--- config.mk ---
export PLATFORM = sky130hd
export DESIGN_NAME = dbgsc_reg
export DESIGN_NICKNAME = d
export VERILOG_FILES = /design/src/rtl/dbgsc_pkg.sv /design/src/rtl/dbgsc_state.sv /design/src/rtl/dbgsc_ctrl.sv /design/src/rtl/dbgsc_flags.sv /design/src/rtl/dbgsc_reg.sv
export SDC_FILE = /design/constraint.sdc
export NUM_CORES = 1
export LEC_CHECK = 0
export BUFFER_PORTS_ARGS = -buffer_cell sky130_fd_sc_hd__buf_2
export CORE_MARGIN = 5
export CORE_UTILIZATION = 30
export DETAILED_ROUTE_END_ITERATION = 10
export GPL_TIMING_DRIVEN = 0
export PLACE_DENSITY = 0.78
export SYNTH_ARGS = -nofsm -noshare
export SYNTH_HDL_FRONTEND = slang
export SYNTH_SLANG_ARGS = --single-unit
--- constraint.sdc ---
create_clock -name clk -period 0.9 [get_ports clk]
set_input_delay 0.18 -clock clk [delete_from_list [all_inputs] [get_ports clk]]
set_output_delay 0.18 -clock clk [all_outputs]
set_load 0.01 [all_outputs]
--- src/rtl/dbgsc_pkg.sv ---
package dbgsc_pkg;
    localparam int REG_W = 32;
    localparam int EL_W  = 2;
    localparam int RWV_W = 4;

    localparam int P_ITO   = 28;
    localparam int P_RXO   = 27;
    localparam int P_TXU   = 26;
    localparam int P_PADV  = 25;
    localparam int P_IMSK  = 22;
    localparam int P_TRAP  = 21;
    localparam int P_MACC  = 20;
    localparam int P_NSEC  = 18;
    localparam int P_SDIS  = 16;
    localparam int P_HALT  = 14;
    localparam int P_RWID  = 10;
    localparam int P_ELVL  = 8;
    localparam int P_ERR   = 6;

    typedef enum logic {ST_RUN = 1'b0, ST_HALTED = 1'b1} dstate_e;

    typedef struct packed {
        logic [1:0] imsk;
        logic       trap;
        logic       macc;
        logic       halt;
    } ctrl_t;

    typedef struct packed {
        logic ito;
        logic rxo;
        logic txu;
        logic padv;
        logic err;
    } flags_t;

    function automatic ctrl_t ctrl_from_word(logic [REG_W-1:0] w, logic high_el);
        ctrl_t c;
        c.imsk = high_el ? w[P_IMSK+1:P_IMSK] : {w[P_IMSK+1], w[P_IMSK+1]};
        c.trap = w[P_TRAP];
        c.macc = w[P_MACC];
        c.halt = w[P_HALT];
        return c;
    endfunction
endpackage

--- src/rtl/dbgsc_state.sv ---
module dbgsc_state
    import dbgsc_pkg::*;
(
    input  logic clk,
    input  logic rst,
    input  logic dbg_enter,
    input  logic dbg_exit,
    input  logic is_nonsecure,
    input  logic sec_dbg_en,
    output logic halted,
    output logic sdis_cap
);
    dstate_e st_q;

    always_ff @(posedge clk) begin
        if (rst)            st_q <= ST_RUN;
        else if (dbg_enter) st_q <= ST_HALTED;
        else if (dbg_exit)  st_q <= ST_RUN;
    end

    always_ff @(posedge clk) begin
        if (rst)            sdis_cap <= 1'b0;
        else if (dbg_enter) sdis_cap <= is_nonsecure ? ~sec_dbg_en : 1'b0;
    end

    assign halted = (st_q == ST_HALTED);

    AST_ENTER_HALTS: assert property (@(posedge clk) disable iff (rst)
        dbg_enter |=> halted);
    AST_EXIT_RUNS: assert property (@(posedge clk) disable iff (rst)
        (dbg_exit && !dbg_enter) |=> !halted);
endmodule

--- src/rtl/dbgsc_ctrl.sv ---
module dbgsc_ctrl
    import dbgsc_pkg::*;
#(
    parameter bit HIGH_EL = 1'b1
) (
    input  logic             clk,
    input  logic             rst,
    input  logic             wr_en,
    input  logic [REG_W-1:0] wr_data,
    input  logic             dbg_enter,
    output ctrl_t            ctrl
);
    ctrl_t nxt;

    always_comb begin
        nxt = ctrl;
        if (wr_en) nxt = ctrl_from_word(wr_data, HIGH_EL);
        if (dbg_enter) nxt.macc = 1'b0;
    end

    always_ff @(posedge clk) begin
        if (rst) ctrl <= '0;
        else     ctrl <= nxt;
    end

    AST_MACC_ENTRY_CLR: assert property (@(posedge clk) disable iff (rst)
        dbg_enter |=> !ctrl.macc);

    generate
        if (!HIGH_EL) begin : g_mirror
            AST_IMSK_MIRROR: assert property (@(posedge clk) disable iff (rst)
                wr_en |=> (ctrl.imsk == {2{$past(wr_data[P_IMSK+1])}}));
        end
    endgenerate
endmodule

--- src/rtl/dbgsc_flags.sv ---
module dbgsc_flags
    import dbgsc_pkg::*;
(
    input  logic   clk,
    input  logic   rst,
    input  logic   halted,
    input  logic   dbg_enter,
    input  logic   retire,
    input  logic   clr_pipe_adv,
    input  logic   clr_err,
    input  logic   exc_in_dbg,
    input  logic   rx_ovr,
    input  logic   tx_udr,
    input  logic   itr_ovr,
    output flags_t flg
);
    logic err_set;
    assign err_set = rx_ovr | tx_udr | itr_ovr | (exc_in_dbg & halted);

    always_ff @(posedge clk) begin
        if (rst) begin
            flg <= '0;
        end else begin
            if (retire)            flg.padv <= 1'b1;
            else if (clr_pipe_adv) flg.padv <= 1'b0;

            if (err_set)      flg.err <= 1'b1;
            else if (clr_err) flg.err <= 1'b0;

            if (rx_ovr)       flg.rxo <= 1'b1;
            else if (clr_err) flg.rxo <= 1'b0;

            if (tx_udr)       flg.txu <= 1'b1;
            else if (clr_err) flg.txu <= 1'b0;

            if (dbg_enter)    flg.ito <= 1'b0;
            else if (itr_ovr) flg.ito <= 1'b1;
            else if (clr_err) flg.ito <= 1'b0;
        end
    end

    AST_PADV_SET: assert property (@(posedge clk) disable iff (rst)
        retire |=> flg.padv);
    AST_ERR_OVR_SET: assert property (@(posedge clk) disable iff (rst)
        (rx_ovr || tx_udr || itr_ovr) |=> flg.err);
    AST_ERR_RUN_EXC: assert property (@(posedge clk) disable iff (rst)
        (!halted && exc_in_dbg && !rx_ovr && !tx_udr && !itr_ovr && !flg.err) |=> !flg.err);
    AST_ITO_ENTRY_CLR: assert property (@(posedge clk) disable iff (rst)
        dbg_enter |=> !flg.ito);
endmodule

--- src/rtl/dbgsc_reg.sv ---
module dbgsc_reg
    import dbgsc_pkg::*;
#(
    parameter bit HIGH_EL = 1'b1
) (
    input  logic             clk,
    input  logic             rst,
    input  logic             wr_en,
    input  logic [REG_W-1:0] wr_data,
    output logic [REG_W-1:0] rd_data,
    input  logic             dbg_enter,
    input  logic             dbg_exit,
    input  logic [EL_W-1:0]  cur_el,
    input  logic [RWV_W-1:0] reg_width,
    input  logic             is_nonsecure,
    input  logic             sec_dbg_en,
    input  logic             retire,
    input  logic             clr_pipe_adv,
    input  logic             clr_err,
    input  logic             exc_in_dbg,
    input  logic             rx_ovr,
    input  logic             tx_udr,
    input  logic             itr_ovr,
    output logic             in_debug,
    output logic [1:0]       intdis_o,
    output logic             trap_o,
    output logic             mem_acc_o,
    output logic             halt_en_o
);
    logic   halted;
    logic   sdis_cap;
    ctrl_t  ctrl;
    flags_t flg;

    dbgsc_state u_state (
        .clk(clk), .rst(rst), .dbg_enter(dbg_enter), .dbg_exit(dbg_exit),
        .is_nonsecure(is_nonsecure), .sec_dbg_en(sec_dbg_en),
        .halted(halted), .sdis_cap(sdis_cap)
    );

    dbgsc_ctrl #(.HIGH_EL(HIGH_EL)) u_ctrl (
        .clk(clk), .rst(rst), .wr_en(wr_en), .wr_data(wr_data),
        .dbg_enter(dbg_enter), .ctrl(ctrl)
    );

    dbgsc_flags u_flags (
        .clk(clk), .rst(rst), .halted(halted), .dbg_enter(dbg_enter),
        .retire(retire), .clr_pipe_adv(clr_pipe_adv), .clr_err(clr_err),
        .exc_in_dbg(exc_in_dbg), .rx_ovr(rx_ovr), .tx_udr(tx_udr),
        .itr_ovr(itr_ovr), .flg(flg)
    );

    always_comb begin
        rd_data                       = '0;
        rd_data[P_ITO]                = flg.ito;
        rd_data[P_RXO]                = flg.rxo;
        rd_data[P_TXU]                = flg.txu;
        rd_data[P_PADV]               = flg.padv;
        rd_data[P_IMSK+1:P_IMSK]      = ctrl.imsk;
        rd_data[P_TRAP]               = ctrl.trap;
        rd_data[P_MACC]               = ctrl.macc;
        rd_data[P_NSEC]               = halted & is_nonsecure;
        rd_data[P_SDIS]               = halted ? sdis_cap : ~sec_dbg_en;
        rd_data[P_HALT]               = ctrl.halt;
        rd_data[P_RWID+RWV_W-1:P_RWID] = halted ? reg_width : {RWV_W{1'b1}};
        rd_data[P_ELVL+EL_W-1:P_ELVL] = halted ? cur_el : '0;
        rd_data[P_ERR]                = flg.err;
    end

    assign in_debug  = halted;
    assign intdis_o  = ctrl.imsk;
    assign trap_o    = ctrl.trap;
    assign mem_acc_o = ctrl.macc & halted;
    assign halt_en_o = ctrl.halt;

    AST_SDIS_FROZEN: assert property (@(posedge clk) disable iff (rst)
        (halted && !dbg_enter && !dbg_exit) |=> $stable(rd_data[P_SDIS]));
    AST_MACC_INERT: assert property (@(posedge clk) disable iff (rst)
        !in_debug |-> !mem_acc_o);
endmodule

==> qor.tcl <==
set qor(tritoncts.num_buffers) 3
set qor(layout.cells.most_common) {sky130_fd_sc_hd__buf_2}
set qor(area.growth.synth_to_final_pct) 87.90
set qor(die-height_um) 57.33
set qor(synthDominantAreaCellType) {sky130_fd_sc_hd__dfxtp_1}
set qor(critical_path.cell_chain) {buf_6 -> mux2i_4 -> buf_2}
set qor(clk-insertion-delay-late_ns) 0.26
set qor(post-route-min-period_ns) 1.261
set qor(die_width_um) 57.33
set qor(total_switching_power_uw) 363.8
set qor(rows) 17
set qor(layout_worst_path_cycle_share) 1.401
set qor(peakVddDrop_mv) 0.7646
set qor(holdWs_ns) 0.1005
set qor(timing_worst_setup_path_type) {reg -> out}
set qor(hold_viol_final) 0
set qor(globalRouteTotalUtil) 0.1165
set qor(drtAntennaViolNets) 0
set qor(reg2reg_setup_slack_ns) -0.17
set qor(clkSlewWorstSetupHoldPaths_ns) 0.07
set qor(num_io_pins) 90
set qor(tritoncts_clock_tree) {yes}
set qor(n_antenna_cell) 0
set qor(sequential_cell_area_um2) 254.0
set qor(drv.max_cap_violation_count) 0
set qor(start_util) 0.3097
set qor(power_switching_share) 0.2514
set qor(maximum_number_of_pins_on_one_net_before_global_route_repair) 11
set qor(yosysWarnings) 0
set qor(ys_async_sr_fraction) 0
set qor(internal_power_of_the_cells_mw) 1.084
set qor(drt-initial-drc-count) 2
set qor(critPathMaxFanout) 5
set qor(clock_tree.htree_level_count) 1
set qor(route.detailed.wl_per_inst_um) 11.22
set qor(via_count) 698
set qor(r2r-start) {u_state.halted$_SDFFE_PP0P_}
set qor(max_freq_mhz) 792.9
set qor(preCtsSetupSlack_ns) -0.09412
set qor(post_route_cells_drive_above_1_share) 0.6667
set qor(setup_viol) 17
set qor(grt_pass1_vias) 731
set qor(postSynthCellCount) 76
set qor(layout.cells.most_common_list) {30 x sky130_fd_sc_hd__buf_2, 25 x sky130_fd_sc_hd__buf_6, 20 x sky130_fd_sc_hd__buf_4}
set qor(grt_antenna_before_repair) 0
set qor(synth_top_cell_area_share) 0.3575
set qor(portBuffers) 47
set qor(cts_num_sinks) 12
set qor(grt_setup_unrepaired) {true}
set qor(layout_net_count) 200
set qor(worst_path_largest_cell_delay_ns) 0.34
set qor(synth-main-ff-cell) {sky130_fd_sc_hd__dfxtp_1}
set qor(outcome) {finished with violations}
set qor(gp_congestion) 0.7042
set qor(global_route.overflow_total) 0
set qor(min_delay_path_depth) 2
set qor(synth_area_per_inst_um2) 8.841
set qor(syn-cell-area_um2) 671.9
set qor(holdCritStartpoint) {rst}
set qor(critPathCaptureType) {primary output}
set qor(multi_input_comb_area_um2) 336.6
set qor(number_of_flops_mapped_to_enable_cells_by_yosys) 0
set qor(unique_masters_post_synth) 18
set qor(detail_route.first_pass.iterations) 4
set qor(worst_hold_path_type) {in -> reg}
set qor(worst_r2r_path_depth) 6
set qor(cp.arrival_ns) 1.08
set qor(power_density_nw_per_um2) 1147
set qor(filler_cell_count) 212
set qor(synthTopCellsByArea) {sky130_fd_sc_hd__dfxtp_1 36%, sky130_fd_sc_hd__buf_4 20%, sky130_fd_sc_hd__nand2b_1 9.3%}
set qor(failed_checks) {negative setup slack}
set qor(setup_slack_ns) -0.3612
set qor(worstPathRequired_ns) 0.72
set qor(worstSetupStartpointType) {register}
set qor(die_area_um2) 3286
set qor(cts_root_buf) {sky130_fd_sc_hd__clkbuf_4}
set qor(place_hpwl_mm) 1.448
set qor(whs_endpoint) {u_ctrl.ctrl[1]$_SDFFE_PP0P_}
set qor(worst_clock_skew_ns) 0.003406
set qor(seqPwrFrac) 0.410
set qor(p_comb_frac) 0.309
set qor(finalMaxSlewViolations) 0
set qor(timing.rr.end) {u_flags.flg[0]$_SDFFE_PP0P_}
set qor(detail_route.wirelength_mm) 1.964
set qor(seq_area_frac_synth) 0.3575
set qor(finalCoreUtilization) 0.5819
set qor(post_drt_via_cell_ratio) 3.989
set qor(clockPowerShare) 0.281
set qor(leakage_power_nw) 0.6813
set qor(cts-hold-fix-buffers) 0
set qor(post-route-drc-count) 0
set qor(wire_length_of_the_first_global_routing_pass_mm) 3.008
set qor(coreArea_um2) 2170
set qor(crit_path_top_delay_cell) {sky130_fd_sc_hd__dfxtp_2}
set qor(clock_path_buffers) 2
set qor(synth.ff_latch_count) 12
-- timing repair --
item / 4_1_cts / 5_1_grt
gates cloned: 1 / 0
buffers inserted: 4 / 2
gates resized for setup: 31 / 7
pin swaps: 1 / 2
endpoints found under the setup margin: 24 / 25
-- state kept, by name, summed over array words and instances, names as in the netlist --
name              flops
u_ctrl.ctrl           5
u_state.sdis_cap      1
u_flags.flg           5
u_state.halted        1
-- layout make-up --
class                      count  area share
timing repair buffer          54      0.3201
multi-input combinational     51      0.2666
sequential                    12      0.2012
buffer                        21      0.1407
clock buffer                   4     0.02874
tap                           28     0.02775
inverter                       5     0.01487
-- through the flow --
step                      cells  instance area [um^2]   TNS (ns)  total power, mW
after floorplan              89                 734.5  -0.002391           0.8009
after global placement      164                  1005   -0.08568           0.9188
after detailed placement    164                  1005   -0.09412           0.9280
after CTS                   173                  1204     -3.595            1.433
after global routing        175                  1262     -4.628            1.540
final                       175                  1262     -3.457            1.447
-- worst max-delay path by stage --
stage | from | to | slack (ns) | cells after the start
floorplan | u_state.halted$_SDFFE_PP0P_ | rd_data[16] | -0.002 | 2
global placement | u_state.halted$_SDFFE_PP0P_ | rd_data[16] | -0.09 | 3
detailed placement | u_state.halted$_SDFFE_PP0P_ | rd_data[16] | -0.09 | 3
CTS | u_state.halted$_SDFFE_PP0P_ | rd_data[16] | -0.35 | 3
global route | u_state.halted$_SDFFE_PP0P_ | rd_data[16] | -0.44 | 3
finish | u_state.halted$_SDFFE_PP0P_ | rd_data[16] | -0.36 | 3
-- synthesized netlist by cell type (2+ instances only) --
cell type and number:
sky130_fd_sc_hd__a21oi_1 5, sky130_fd_sc_hd__buf_4 18, sky130_fd_sc_hd__inv_1 5, sky130_fd_sc_hd__and2_1 4
sky130_fd_sc_hd__nor2_1 5, sky130_fd_sc_hd__mux2i_1 6, sky130_fd_sc_hd__dfxtp_1 12, sky130_fd_sc_hd__buf_6 2
sky130_fd_sc_hd__nand2b_1 10
-- power groups by stage --
stage	Sequential (mW)	Clock, mW	Combinational, mW
finish	0.594	0.407	0.447
global route	0.598	0.459	0.483
detailed placement	0.592	0	0.336
floorplan	0.605	0	0.196
CTS	0.593	0.428	0.412
global placement	0.590	0	0.329
-- routing by layer --
| metal | global-route usage | wire length, um | share of wire | up-vias |
|---|---|---|---|---|
| li1 | - | - | - | 348 |
| met1 | 0.09932 | 598 | 0.30 | 315 |
| met2 | 0.2447 | 1163 | 0.59 | 35 |
| met3 | 0.04977 | 201 | 0.10 | 0 |
| met4 | 0.01987 | 0 | 0 | 0 |
| met5 | 0 | 0 | 0 | - |
-- critical path, delay by kind of cell, from the launching register on --
kind,cells,cell delay [ns]
buffers and inverters,2,0.27
flip-flops,1,0.34
multiplexers,1,0.21
-- logic make-up after synthesis --
family	synth area share
AO/OA/AOI/OAI	0.06703
buffers and inverters	0.2700
flip-flops	0.3575
multiplexers	0.08939
other	0.005581
AND/OR/NAND/NOR	0.2104
(Power assumes the default switching activity.)
